==> config.mk <==
export PLATFORM = sky130hd
export DESIGN_NAME = keyed_rst_ctrl
export DESIGN_NICKNAME = d
export VERILOG_FILES = /design/src/rtl/krc_pkg.sv /design/src/rtl/krc_key_gate.sv /design/src/rtl/krc_rst_latch.sv /design/src/rtl/krc_clr_pulse.sv /design/src/rtl/keyed_rst_ctrl.sv
export SDC_FILE = /design/constraint.sdc
export NUM_CORES = 1
export LEC_CHECK = 0
export BUFFER_PORTS_ARGS = -buffer_cell sky130_fd_sc_hd__buf_4
export CORE_MARGIN = 1.5
export CORE_UTILIZATION = 31
export CTS_CLUSTER_SIZE = 12
export DETAILED_ROUTE_END_ITERATION = 8
export HOLD_SLACK_MARGIN = 0.06
export PLACE_DENSITY = 0.88
export SLEW_MARGIN = 20
export SYNTH_ARGS = -nofsm -noshare
export SYNTH_HDL_FRONTEND = slang
export SYNTH_SLANG_ARGS = --single-unit
==> constraint.sdc <==
create_clock -name clk -period 1.2 [get_ports clk]
set_input_delay 0 -clock clk [delete_from_list [all_inputs] [get_ports clk]]
set_output_delay 0 -clock clk [all_outputs]
set_load 0.03 [all_outputs]
==> src/rtl/krc_pkg.sv <==
// Package: shared widths, bit positions, key constants and the decoded
// write command used by the keyed reset/priority register.
// Assumes a 32-bit register word with the key in the upper half.
package krc_pkg;
    localparam int DATA_W     = 32;
    localparam int KEY_W      = 16;
    localparam int KEY_LSB    = DATA_W - KEY_W;
    localparam int GRP_W      = 3;
    localparam int GRP_LSB    = 8;
    localparam int GRP_MSB    = GRP_LSB + GRP_W - 1;
    localparam int ENDIAN_POS = 15;
    localparam int RST_POS    = 2;
    localparam int CLR_POS    = 1;

    localparam logic [KEY_W-1:0] WR_KEY = 16'h05FA;
    localparam logic [KEY_W-1:0] RD_KEY = 16'hFA05;

    // Decoded result of one write-port cycle
    typedef struct packed {
        logic             accept;
        logic [GRP_W-1:0] grp;
        logic             rst_set;
        logic             clr_req;
    } wr_cmd_t;
endpackage

==> src/rtl/krc_key_gate.sv <==
// Key gate: compares the write key and splits an accepted write into
// its field actions. Purely combinational; a write without the key
// yields a command with every action low.
module krc_key_gate
    import krc_pkg::*;
(
    input  logic              wr_en,
    input  logic [DATA_W-1:0] wr_data,
    output wr_cmd_t           cmd
);
    logic key_ok;
    logic wdata_unused;

    // Key compare on the upper half of the write word
    assign key_ok = (wr_data[DATA_W-1:KEY_LSB] == WR_KEY);

    // Bits with no write action are collected here on purpose
    assign wdata_unused = ^{wr_data[KEY_LSB-1:GRP_MSB+1],
                            wr_data[GRP_LSB-1:RST_POS+1],
                            wr_data[CLR_POS-1:0]};

    // Field split, gated by the accept condition
    always_comb begin
        cmd.accept  = wr_en && key_ok;
        cmd.grp     = wr_data[GRP_MSB:GRP_LSB];
        cmd.rst_set = cmd.accept && wr_data[RST_POS];
        cmd.clr_req = cmd.accept && wr_data[CLR_POS];
    end
endmodule

==> src/rtl/krc_rst_latch.sv <==
// Reset request latch: set by an accepted write with the request bit,
// held until the reset controller acknowledges. A set in the same cycle
// as the acknowledge wins. Assumes rst_done is synchronous to clk.
module krc_rst_latch
    import krc_pkg::*;
(
    input  logic    clk,
    input  logic    rst_n,
    input  wr_cmd_t cmd,
    input  logic    rst_done,
    output logic    req
);
    // Sticky request with set priority over acknowledge
    always_ff @(posedge clk) begin
        if (!rst_n)            req <= 1'b0;
        else if (cmd.rst_set)  req <= 1'b1;
        else if (rst_done)     req <= 1'b0;
    end


    req_rise_cause_chk: assert property (@(posedge clk) disable iff (!rst_n)
        $rose(req) |-> $past(cmd.accept && cmd.rst_set));

    req_hold_chk: assert property (@(posedge clk) disable iff (!rst_n)
        (req && !rst_done) |=> req);

    req_set_wins_chk: assert property (@(posedge clk) disable iff (!rst_n)
        (cmd.rst_set && rst_done) |=> req);
endmodule

==> src/rtl/krc_clr_pulse.sv <==
// Clear-active pulse: one cycle high after an accepted write with the
// clear bit while the core is halted. Assumes core_halted is synchronous.
module krc_clr_pulse
    import krc_pkg::*;
(
    input  logic    clk,
    input  logic    rst_n,
    input  wr_cmd_t cmd,
    input  logic    core_halted,
    output logic    pulse
);
    // Registered single-cycle pulse, qualified by the halt status
    always_ff @(posedge clk) begin
        if (!rst_n) pulse <= 1'b0;
        else        pulse <= cmd.clr_req && core_halted;
    end


    clr_needs_halt_chk: assert property (@(posedge clk) disable iff (!rst_n)
        pulse |-> $past(core_halted));

    clr_cause_chk: assert property (@(posedge clk) disable iff (!rst_n)
        pulse |-> $past(cmd.accept));
endmodule

==> src/rtl/keyed_rst_ctrl.sv <==
// Keyed reset and priority control register (top). Holds the priority
// group, drives the reset request and the clear-active pulse, and builds
// the read image. Assumes one write per cycle and a synchronous reset.
module keyed_rst_ctrl
    import krc_pkg::*;
#(
    parameter logic BIG_ENDIAN = 1'b0
) (
    input  logic              clk,
    input  logic              rst_n,
    input  logic              wr_en,
    input  logic [DATA_W-1:0] wr_data,
    input  logic              core_halted,
    input  logic              rst_done,
    output logic              sys_rst_req,
    output logic              clr_active_pulse,
    output logic [GRP_W-1:0]  prio_group,
    output logic [DATA_W-1:0] rd_data
);
    wr_cmd_t cmd;

    krc_key_gate u_gate (
        .wr_en   (wr_en),
        .wr_data (wr_data),
        .cmd     (cmd)
    );

    krc_rst_latch u_rst (
        .clk      (clk),
        .rst_n    (rst_n),
        .cmd      (cmd),
        .rst_done (rst_done),
        .req      (sys_rst_req)
    );

    krc_clr_pulse u_clr (
        .clk         (clk),
        .rst_n       (rst_n),
        .cmd         (cmd),
        .core_halted (core_halted),
        .pulse       (clr_active_pulse)
    );

    // Priority-group field, loaded only by an accepted write
    always_ff @(posedge clk) begin
        if (!rst_n)          prio_group <= '0;
        else if (cmd.accept) prio_group <= cmd.grp;
    end

    // Read image: return key, endianness constant, group, zeros elsewhere
    always_comb begin
        rd_data                          = '0;
        rd_data[DATA_W-1:KEY_LSB]        = RD_KEY;
        rd_data[ENDIAN_POS]              = BIG_ENDIAN;
        rd_data[GRP_MSB:GRP_LSB]         = prio_group;
    end


    grp_keyed_only_chk: assert property (@(posedge clk) disable iff (!rst_n)
        !(wr_en && wr_data[DATA_W-1:KEY_LSB] == WR_KEY) |=> $stable(prio_group));

    grp_load_chk: assert property (@(posedge clk) disable iff (!rst_n)
        cmd.accept |=> (prio_group == $past(wr_data[GRP_MSB:GRP_LSB])));
endmodule

==> impl_summary.txt <==
----------------------------------------------------
[Run]
  Number of maximum-capacitance constraint violations ... 0

[Layout]
  Antenna cell count ... 0
  Most frequent cells in the layout ... sky130_fd_sc_hd__buf_4, sky130_fd_sc_hd__conb_1, sky130_fd_sc_hd__dlygate4sd3_1
  Final Cell Area ... 743 µm²
  Most frequent standard cell in the layout excluding fill and tap cells ... sky130_fd_sc_hd__buf_4
  Fin nets ... 142
  Area growth syn-to-layout ... 50.8%
  Fraction of layout cells with a size suffix above 1 ... 37.5%

[Global routing]
  Antenna violations before repair ... 0
  M1 GR Usage ... 10.5%
  Global-route wire length before repair ... 1.57 mm
  Met2 demand-to-capacity share in global routing ... 21.2%
  Combined global-route utilization of all metal layers ... 12.1%
  Maximum number of pins on one net before global-route repair ... 5
  GRT Max-Usage Layer ... met2
  Met3 layer usage reported by global route ... 6.38%
  Total congestion overflow ... 0
  Via count of the first global-routing pass ... 398

[Yosys]
  Synth Warn # ... 0
  Number of unique standard cell types used by synthesis ... 16
  Post-Syn Area per Cell ... 7.82 µm²
  Part of the Yosys area used for sequential elements ... 20.3%
  Syn Std Cell Area ... 493 µm²
  Register bit total from synthesis ... 5
  Mapped Cells ... 63

[Detailed routing]
  Vias after detailed routing ... 482
  Drt first-iter violations ... 0
  DRT Wirelength ... 1.02 mm
  Avg WL per Cell ... 8.48 µm
  Iteration count of the initial detailed-routing pass ... 1
  Detailed-route DRC error count ... 0
  Ratio of routed vias to standard cells ... 4.02
  Number of nets with antenna violations after routing ... 0

[Clock network]
  Number of buffers added by the clock tree synthesis step ... 3
  TritonCTS clock tree ... yes
  Clock Sink Count ... 5
  Master cell of the clock root buffer ... sky130_fd_sc_hd__clkbuf_4
  Maximum level of the CTS H-tree ... 1
  Worst-skew pair later-pin latency ... 240 ps
  Longest Clk Path Bufs ... 2
  CTS clk-pin slew, worst paths ... 40 ps

[Placed design]
  Detailed placer's ending HPWL ... 852 µm
  Routability cong. ... 0.828
  Number of buffer cells added on primary ports ... 33
  Placement Cell Area ... 622 µm²
  Worst slack at placement ... 231 ps

[Critical path]
  Largest fanout on the critical path ... 4
  Endpoint arrival time on the critical path ... 1260 ps
  Launching element type of the critical path ... primary input
  Capturing element type of the critical path ... flip-flop
  Worst setup path class ... primary input to flip-flop
  Required time of the critical path ... 1320 ps

[Floorplanning]
  Cell row count ... 14
  Die Y-Extent ... 42.9 µm
  Chip width ... 42.9 µm
  Number of placed I/O pins ... 74
  Die Footprint ... 0.00184 mm²
  Initial standard-cell utilization of the core ... 33.1%
  Core area ... 0.00149 mm²

[Power]
  Power density over cell area ... 773 mW/mm²
  Static power due to leakage ... 0.000397 µW
  Worst ir drop on vdd ... 0.350 mV

[Timing]
  Share of the clock period used by the worst path ... 95.0%
  Total Negative Setup Slacks ... 0 ps
  Finish-stage setup viols ... 0
  RSZ-0062 raised after global routing ... false
  Highest Clock Rate ... 0.877 GHz
  Final Critical Period ... 1140 ps
  Max Transition Viols Final ... 0
  Final setup skew ... 0 ps
  Setup WS post-layout ... 60.0 ps
  Count of final hold-check violations ... 0

[Min path]
  Path class of the lowest-slack min-delay path ... primary input to flip-flop

[Status]
  Run status ... complete, no violations

----------------------------------------------------
-- path summary, 6_finish.rpt --
check           startpoint            end  slack [ps]  cells past startpoint
max            wr_data[16]  prio_group[0]          60                      5
min            core_halted    u_clr.pulse          40                      3
max reg2reg  prio_group[1]  prio_group[1]         550                      2
min reg2reg      u_rst.req      u_rst.req         470                      2
-- stage by stage --
stage          std cells  hold slack, ps  util, %  total power (µW)
6_report             120            43.4     49.9               574
5_1_grt              120            51.6     49.9               614
4_1_cts              120             104     49.6               583
3_5_place_dp         107             268     41.8               362
3_3_place_gp         107             268     41.8               361
2_1_floorplan         90             131        -               373
-- power breakdown --
group / total, µW / internal, µW / switching [µW]
Sequential: 167 / 167 / 0.000724
Combinational: 218 / 76.1 / 142
Clock: 190 / 125 / 64.2
-- kinds of logic (layout without fill, tap and decap cells) --
group / Yosys count / after routing / share of synthesized area (%)
buf+inv: 33 / 47 / 49.5
other cells: 2 / 29 / 1.52
simple gates: 16 / 16 / 21.6
flops: 5 / 5 / 20.3
compound gates: 7 / 7 / 7.11
-- final cells by class --
type,instances,area [µm²]
Clock buffer,4,26.3
Multi-Input combinational cell,52,255
Tap cell,16,20.0
Sequential cell,5,100
Fill cell,155,746
Timing Repair Buffer,42,338
Inverter,1,3.75
-- critical path, stage by stage --
cell,delay (ps)
sky130_fd_sc_hd__dlygate4sd3_1,550
sky130_fd_sc_hd__buf_4,140
sky130_fd_sc_hd__or2_2,320
sky130_fd_sc_hd__o21ai_0,170
sky130_fd_sc_hd__a21oi_1,80
-- sequential cells by signal, indices dropped and copies added, names as in the netlist --
register,cells
prio_group,3
u_clr.pulse,1
u_rst.req,1
-- synth_stat cells, drive strengths merged --
library cell	instances	area, µm²
nor3	1	5.00
nand2b	1	6.26
and4bb	2	25.0
nand3	5	25.0
and4	1	11.3
conb	2	7.51
a21oi	4	20.0
dfxtp	5	100
inv	1	3.75
nand2	1	3.75
buf	32	240
or2	1	6.26
nand4	1	6.26
nor2	2	7.51
and4b	1	10.0
o21ai	3	15.0
-- routing by layer --
layer  part of all wire, %  routed length, µm
met4                     0                  0
met1                    29                295
met3                    15                157
met5                     0                  0
met2                    55                564
-- repair_timing --
| action | in CTS | in global routing |
|---|---|---|
| hold buffers | 9 | 1 |
| hold endpoints to repair | 5 | 1 |
| resized for setup | 0 | 1 |
| setup endpoints to repair | 0 | 1 |
| buffers inserted | 0 | 0 |
Note: power is estimated with default switching activity, not from simulation.
